===== src/rtl/gpio_pkg.sv =====
package gpio_pkg;
   typedef enum logic [1:0] {
      SEL_NONE  = 2'd0,
      SEL_LATCH = 2'd1,
      SEL_MODE  = 2'd2,
      SEL_PINS  = 2'd3
   } reg_sel_e;
endpackage


===== src/rtl/gpio_sync.sv =====
module gpio_sync #(
   parameter int WIDTH  = 8,
   parameter int STAGES = 2
) (
   input  logic             clk,
   input  logic             rst_n,
   input  logic [WIDTH-1:0] d_in,
   output logic [WIDTH-1:0] q_out
);
   if (STAGES < 2) begin : g_bad_stages
      $error("gpio_sync: STAGES must be at least 2");
   end

   logic [STAGES-1:0][WIDTH-1:0] chain;

   for (genvar s = 0; s < STAGES; s++) begin : g_stage
      always_ff @(posedge clk or negedge rst_n) begin
         if (!rst_n) begin
            chain[s] <= '0;
         end else if (s == 0) begin
            chain[s] <= d_in;
         end else begin
            chain[s] <= chain[(s == 0) ? 0 : s-1];
         end
      end
   end

   assign q_out = chain[STAGES-1];

   if (STAGES == 2) begin : g_chk
      logic [1:0] warm;
      always_ff @(posedge clk or negedge rst_n) begin
         if (!rst_n)         warm <= '0;
         else if (warm != 2) warm <= warm + 2'd1;
      end

      sync_latency_chk: assert property (@(posedge clk) disable iff (!rst_n)
         (warm == 2) |-> (q_out == $past(d_in, 2)));
   end
endmodule


===== src/rtl/gpio_regs.sv =====
module gpio_regs
   import gpio_pkg::*;
#(
   parameter int                WIDTH      = 8,
   parameter int                ADDR_W     = 2,
   parameter logic [ADDR_W-1:0] ADDR_LATCH = 0,
   parameter logic [ADDR_W-1:0] ADDR_MODE  = 1,
   parameter logic [ADDR_W-1:0] ADDR_PINS  = 2
) (
   input  logic              clk,
   input  logic              rst_n,
   input  logic [ADDR_W-1:0] addr,
   input  logic              wr_en,
   input  logic [WIDTH-1:0]  wdata,
   input  logic [WIDTH-1:0]  pins_sync,
   output logic [WIDTH-1:0]  rdata,
   output logic [WIDTH-1:0]  latch_q,
   output logic [WIDTH-1:0]  mode_q
);
   localparam logic [WIDTH-1:0] LATCH_RST = '1;
   localparam logic [WIDTH-1:0] MODE_RST  = '0;

   if (ADDR_LATCH == ADDR_MODE || ADDR_LATCH == ADDR_PINS || ADDR_MODE == ADDR_PINS)
   begin : g_bad_map
      $error("gpio_regs: register addresses must be distinct");
   end

   reg_sel_e sel;

   always_comb begin
      if (addr == ADDR_LATCH)     sel = SEL_LATCH;
      else if (addr == ADDR_MODE) sel = SEL_MODE;
      else if (addr == ADDR_PINS) sel = SEL_PINS;
      else                        sel = SEL_NONE;
   end

   always_ff @(posedge clk or negedge rst_n) begin
      if (!rst_n) begin
         latch_q <= LATCH_RST;
         mode_q  <= MODE_RST;
      end else if (wr_en) begin
         if (sel == SEL_LATCH) latch_q <= wdata;
         if (sel == SEL_MODE)  mode_q  <= wdata;
      end
   end

   always_comb begin
      unique case (sel)
         SEL_LATCH: rdata = latch_q;
         SEL_MODE:  rdata = mode_q;
         SEL_PINS:  rdata = pins_sync;
         default:   rdata = '0;
      endcase
   end


   latch_write_chk: assert property (@(posedge clk) disable iff (!rst_n)
      (wr_en && addr == ADDR_LATCH) |=> (latch_q == $past(wdata)));

   mode_write_chk: assert property (@(posedge clk) disable iff (!rst_n)
      (wr_en && addr == ADDR_MODE) |=> (mode_q == $past(wdata)));

   pins_readonly_chk: assert property (@(posedge clk) disable iff (!rst_n)
      (addr == ADDR_PINS) |=> ($stable(latch_q) && $stable(mode_q)));

   unmapped_read_chk: assert property (@(posedge clk) disable iff (!rst_n)
      (sel == SEL_NONE) |-> (rdata == '0));
endmodule


===== src/rtl/gpio_pad_ctl.sv =====
module gpio_pad_ctl #(
   parameter int WIDTH = 8
) (
   input  logic             clk,
   input  logic             rst_n,
   input  logic [WIDTH-1:0] latch_q,
   input  logic [WIDTH-1:0] mode_q,
   input  logic [WIDTH-1:0] af_en,
   input  logic [WIDTH-1:0] af_out,
   input  logic             stop,
   input  logic             stop_oe,
   output logic [WIDTH-1:0] pin_oe,
   output logic [WIDTH-1:0] pin_do
);
   if (WIDTH < 1) begin : g_bad_width
      $error("gpio_pad_ctl: WIDTH must be positive");
   end

   logic release_all;
   assign release_all = stop & ~stop_oe;

   for (genvar b = 0; b < WIDTH; b++) begin : g_bit
      logic eff;
      logic drive;
      assign eff = latch_q[b] & (af_en[b] ? af_out[b] : 1'b1);
      always_comb begin
         if (mode_q[b]) begin
            drive     = 1'b1;
            pin_do[b] = eff;
         end else begin
            drive     = ~eff;
            pin_do[b] = 1'b0;
         end
         pin_oe[b] = drive & ~release_all;
      end
   end


   od_never_high_chk: assert property (@(posedge clk) disable iff (!rst_n)
      ((pin_do & ~mode_q) == '0));

   stop_release_chk: assert property (@(posedge clk) disable iff (!rst_n)
      (stop && !stop_oe) |-> (pin_oe == '0));

   pp_enable_chk: assert property (@(posedge clk) disable iff (!rst_n)
      (!stop || stop_oe) |-> ((pin_oe & mode_q) == mode_q));

   latch_low_chk: assert property (@(posedge clk) disable iff (!rst_n)
      ((pin_do & ~latch_q) == '0));
endmodule


===== src/rtl/gpio_port.sv =====
module gpio_port #(
   parameter int                WIDTH       = 8,
   parameter int                ADDR_W      = 2,
   parameter int                SYNC_STAGES = 2,
   parameter logic [ADDR_W-1:0] ADDR_LATCH  = 0,
   parameter logic [ADDR_W-1:0] ADDR_MODE   = 1,
   parameter logic [ADDR_W-1:0] ADDR_PINS   = 2
) (
   input  logic              clk,
   input  logic              rst_n,
   input  logic [ADDR_W-1:0] addr,
   input  logic              wr_en,
   input  logic [WIDTH-1:0]  wdata,
   output logic [WIDTH-1:0]  rdata,
   input  logic [WIDTH-1:0]  af_en,
   input  logic [WIDTH-1:0]  af_out,
   output logic [WIDTH-1:0]  af_in,
   input  logic              stop,
   input  logic              stop_oe,
   input  logic [WIDTH-1:0]  pin_in,
   output logic [WIDTH-1:0]  pin_oe,
   output logic [WIDTH-1:0]  pin_do
);
   if (ADDR_W < 2) begin : g_bad_addr
      $error("gpio_port: ADDR_W must hold three register addresses");
   end

   logic [WIDTH-1:0] pins_sync;
   logic [WIDTH-1:0] latch_q;
   logic [WIDTH-1:0] mode_q;

   gpio_sync #(.WIDTH(WIDTH), .STAGES(SYNC_STAGES)) i_sync (
      .clk   (clk),
      .rst_n (rst_n),
      .d_in  (pin_in),
      .q_out (pins_sync)
   );

   gpio_regs #(
      .WIDTH(WIDTH), .ADDR_W(ADDR_W),
      .ADDR_LATCH(ADDR_LATCH), .ADDR_MODE(ADDR_MODE), .ADDR_PINS(ADDR_PINS)
   ) i_regs (
      .clk       (clk),
      .rst_n     (rst_n),
      .addr      (addr),
      .wr_en     (wr_en),
      .wdata     (wdata),
      .pins_sync (pins_sync),
      .rdata     (rdata),
      .latch_q   (latch_q),
      .mode_q    (mode_q)
   );

   gpio_pad_ctl #(.WIDTH(WIDTH)) i_pad (
      .clk     (clk),
      .rst_n   (rst_n),
      .latch_q (latch_q),
      .mode_q  (mode_q),
      .af_en   (af_en),
      .af_out  (af_out),
      .stop    (stop),
      .stop_oe (stop_oe),
      .pin_oe  (pin_oe),
      .pin_do  (pin_do)
   );

   assign af_in = pins_sync;


   af_in_match_chk: assert property (@(posedge clk) disable iff (!rst_n)
      (addr == ADDR_PINS) |-> (af_in == rdata));

   reset_release_chk: assert property (@(posedge clk)
      $rose(rst_n) |-> (pin_oe == '0));
endmodule


===== config.mk =====
export PLATFORM = sky130hd
export DESIGN_NAME = gpio_port
export DESIGN_NICKNAME = d
export VERILOG_FILES = /design/src/rtl/gpio_pkg.sv /design/src/rtl/gpio_sync.sv /design/src/rtl/gpio_regs.sv /design/src/rtl/gpio_pad_ctl.sv /design/src/rtl/gpio_port.sv
export SDC_FILE = /design/constraint.sdc
export NUM_CORES = 1
export LEC_CHECK = 0
export CAP_MARGIN = 15
export CORE_ASPECT_RATIO = 0.75
export CORE_MARGIN = 10
export CORE_UTILIZATION = 37
export DETAILED_ROUTE_END_ITERATION = 8
export MAX_ROUTING_LAYER = met4
export PLACE_DENSITY = 0.86
export SLEW_MARGIN = 10
export SYNTH_ARGS = -nofsm -noshare
export SYNTH_HDL_FRONTEND = slang
export SYNTH_HIERARCHICAL = 1
export SYNTH_SLANG_ARGS = --single-unit

===== constraint.sdc =====
create_clock -name clk -period 0.8 [get_ports clk]
set_input_delay 0.12 -clock clk [delete_from_list [all_inputs] [get_ports clk]]
set_output_delay 0.12 -clock clk [all_outputs]
set_load 0.01 [all_outputs]

==> metrics.yaml <==
status:
  outcome: "finished with violations"
  failing_checks: "setup timing"
worst_hold_path:
  holdCritPathClass: "input pin to async pin"
timing:
  timing.final.hold_violations: 0
  setup_slack_ns: -0.536
  final.min_clock_period_ns: 1.34
  relSlewSlack_pct: 86.5
  slew_viol_final: 0
  rsz0062_at_grt: "yes"
  clock_skew_ns: 0.00238
  report.final.setup_viol: 48
  tightestPinTransition_ns: 0.198
  fmax_mhz: 749
  final_min_period_over_clock_period_pct: 167
global_routing:
  grt_antenna_before_repair: 0
  first_global_vias: 1538
  grt_first_pass_wirelength_microns: 8390
  grt_start_max_net_pins: 33
  track_usage_pct: 15.5
  overflow: 0
clocking:
  tritoncts_num_sinks: 32
  total_cts_buffers: 5
  max-clock-path-buffers: 2
  htreeDepth: 2
  clock_transition_at_the_registers_of_the_reported_paths_ns: 0.06
  cts_tree: "yes"
  clock_latency_ns: 0.28
  root_buffer: "sky130_fd_sc_hd__clkbuf_8"
detailed_routing:
  detail_route.wl_per_cell_microns: 19.5
  drt-vias-per-instance: 4.62
  antenna_violating_nets_post_route: 0
  dr.first_iter.drc_count: 35
  vias: 1251
  detailed_route_wire_length_microns: 5290
  drt_first_pass_iters: 4
  drc_errors: 0
final_layout:
  design.final.nets: 254
  layout_commonest_cell: "sky130_fd_sc_hd__buf_6"
  final_core_density_pct: 72.6
  antenna_cells_inserted: 0
  drive_gt1_share_pct: 63.9
  final_cell_area_sq_um: 2920
  areaGrowthSynthToFinish_pct: 89.7
  mostFrequentLayoutCells: "47 x sky130_fd_sc_hd__buf_6, 33 x sky130_fd_sc_hd__clkdlybuf4s50_1, 23 x sky130_fd_sc_hd__dfrtp_1"
power:
  cellInternalPower_mw: 3.81
  sw_frac_of_total_pct: 28.6
  logic_pwr_share_pct: 36.8
  fin_total_pwr_mw: 5.34
  power_leakage_nw: 1.34
  netSwitchingPower_mw: 1.53
  power_frac_clock_pct: 23.8
  seqPwrFrac_pct: 39.4
  vdd.ir_drop.worst_v: 0.00147
  power_density_relative_to_cell_area_nw_per_um2: 1830
worst_setup_path:
  crit_arrival_ns: 1.22
  criticalPathCategory: "register to primary output"
  critical_path.startpoint_type: "register"
  r2r_setup_slack_ns: -0.15
  worstPathRequired_ns: 0.68
  reg2reg_to: "i_regs/latch_q[6]"
  crit_fanout: 4
  r2r_start: "i_regs/latch_q[6]"
  ff2ff_path_depth: 3
  setup.worst_path.end_class: "primary output"
yosys:
  portion_of_the_post_synthesis_area_used_by_sequential_elements_pct: 52.6
  synth-seq-cells: 32
  synthesis.nets: 151
  synthesis.yosys.warnings: 6
  synthDistinctLibCells: 18
  synth.cell_area_sq_um: 1540
  number_of_instances_in_the_synthesized_netlist: 112
  syn_avg_cell_area_sq_um: 13.8
floorplan:
  chipHeight_microns: 75.9
  fp-row-count: 20
  floorplan_die_area_sq_um: 7170
  fp.coreArea_sq_um: 4030
  die_width_microns: 94.5
  design.portCount: 71
  floorplan.initialDensity_pct: 38.3
placement:
  count_of_input_and_output_buffers: 70
  placedInstanceArea_sq_um: 2480
  place.gp.congestion: 0.694
  detailed_place_hpwl_microns: 3700
  pre_cts_ws_ns: -0.996
job:
  max-cap-violations: 0
-- cell families (layout without fill, tap and decap cells) --
kind of cell | Yosys count | count (layout) | synth area share, %
buffers and inverters | 20 | 124 | 8.12
AND/OR/NAND/NOR | 20 | 20 | 10.8
flip-flops | 32 | 32 | 52.6
multiplexers | 24 | 24 | 16.9
AO/OA/AOI/OAI | 16 | 16 | 11.6
-- worst max path at each step --
stage / start / endpoint / slack, ns / cells past startpoint
after floorplan: addr[0] / i_regs/latch_q[0] / -0.10 / 2
after global placement: addr[0] / rdata[2] / -0.97 / 5
after detailed placement: addr[0] / rdata[7] / -1.0 / 5
after CTS: i_regs/latch_q[3] / rdata[3] / -0.55 / 3
after global routing: i_regs/latch_q[4] / rdata[4] / -0.60 / 3
final: i_regs/latch_q[7] / rdata[7] / -0.54 / 3
-- layer usage --
metal / GRT usage [%] / up-vias / wire length [microns]
met3: 7.19 / 4 / 399
met1: 16.4 / 605 / 2210
met4: 2.24 / 0 / 23
li1: - / 594 / -
met5: - / - / 0
met2: 26.3 / 48 / 2660
-- power by group through the flow --
stage,registers (mW),clock network [mW],logic [mW]
after floorplan,2.05,0,0.708
after global placement,2.08,0,1.47
after detailed placement,2.10,0,1.53
after CTS,2.08,1.30,1.86
after global routing,2.13,1.38,2.09
final,2.10,1.27,1.96
-- timing repair --
action	in CTS	in global routing
gates cloned	1	0
buffers inserted	13	6
pin swaps	5	3
setup endpoints to repair	48	48
gates resized for setup	221	13
hold buffers	0	0
-- flip-flops by register name (all words and copies together), names as in the netlist --
signal and count:
i_sync/chain 8, i_regs/mode_q 8, i_regs/latch_q 8, i_sync/q_out 8
-- through the flow --
step	std cells	setup TNS (ns)	hold slack, ns
2_1_floorplan	112	-2.17	-0.176
3_3_place_gp	247	-34.27	0.332
3_5_place_dp	247	-35.30	0.335
4_1_cts	268	-14.23	0.204
5_1_grt	271	-15.86	0.207
6_report	271	-14.31	0.210
-- critical path: stages, from the launching register on --
cell,delay (ns)
sky130_fd_sc_hd__dfstp_2,0.56
sky130_fd_sc_hd__mux2i_1,0.09
sky130_fd_sc_hd__o2bb2ai_2,0.13
sky130_fd_sc_hd__buf_2,0.15
-- synth_stat cells, drive strengths merged --
library cell	number	area, sq um
nand3b	1	20.0
inv	8	30.0
and3	8	50.1
nand2b	8	57.6
mux2i	8	80.1
buf	12	95.1
mux2	16	180
nor3b	1	18.8
dfrtp	24	601
a31oi	8	109
o2bb2ai	8	70.1
dfstp	8	210
nor2b	2	20.0
-- cell type report --
cell class                      instances  area [sq um]
Clock buffer                            6          82.6
Clock inverter                          2          10.0
Fill cell                             259          1100
Inverter                                8          30.0
Multi-Input combinational cell         60           815
Sequential cell                        32           812
Tap cell                               55          68.8
Timing Repair Buffer                  108          1110
(Power assumes the default switching activity.)
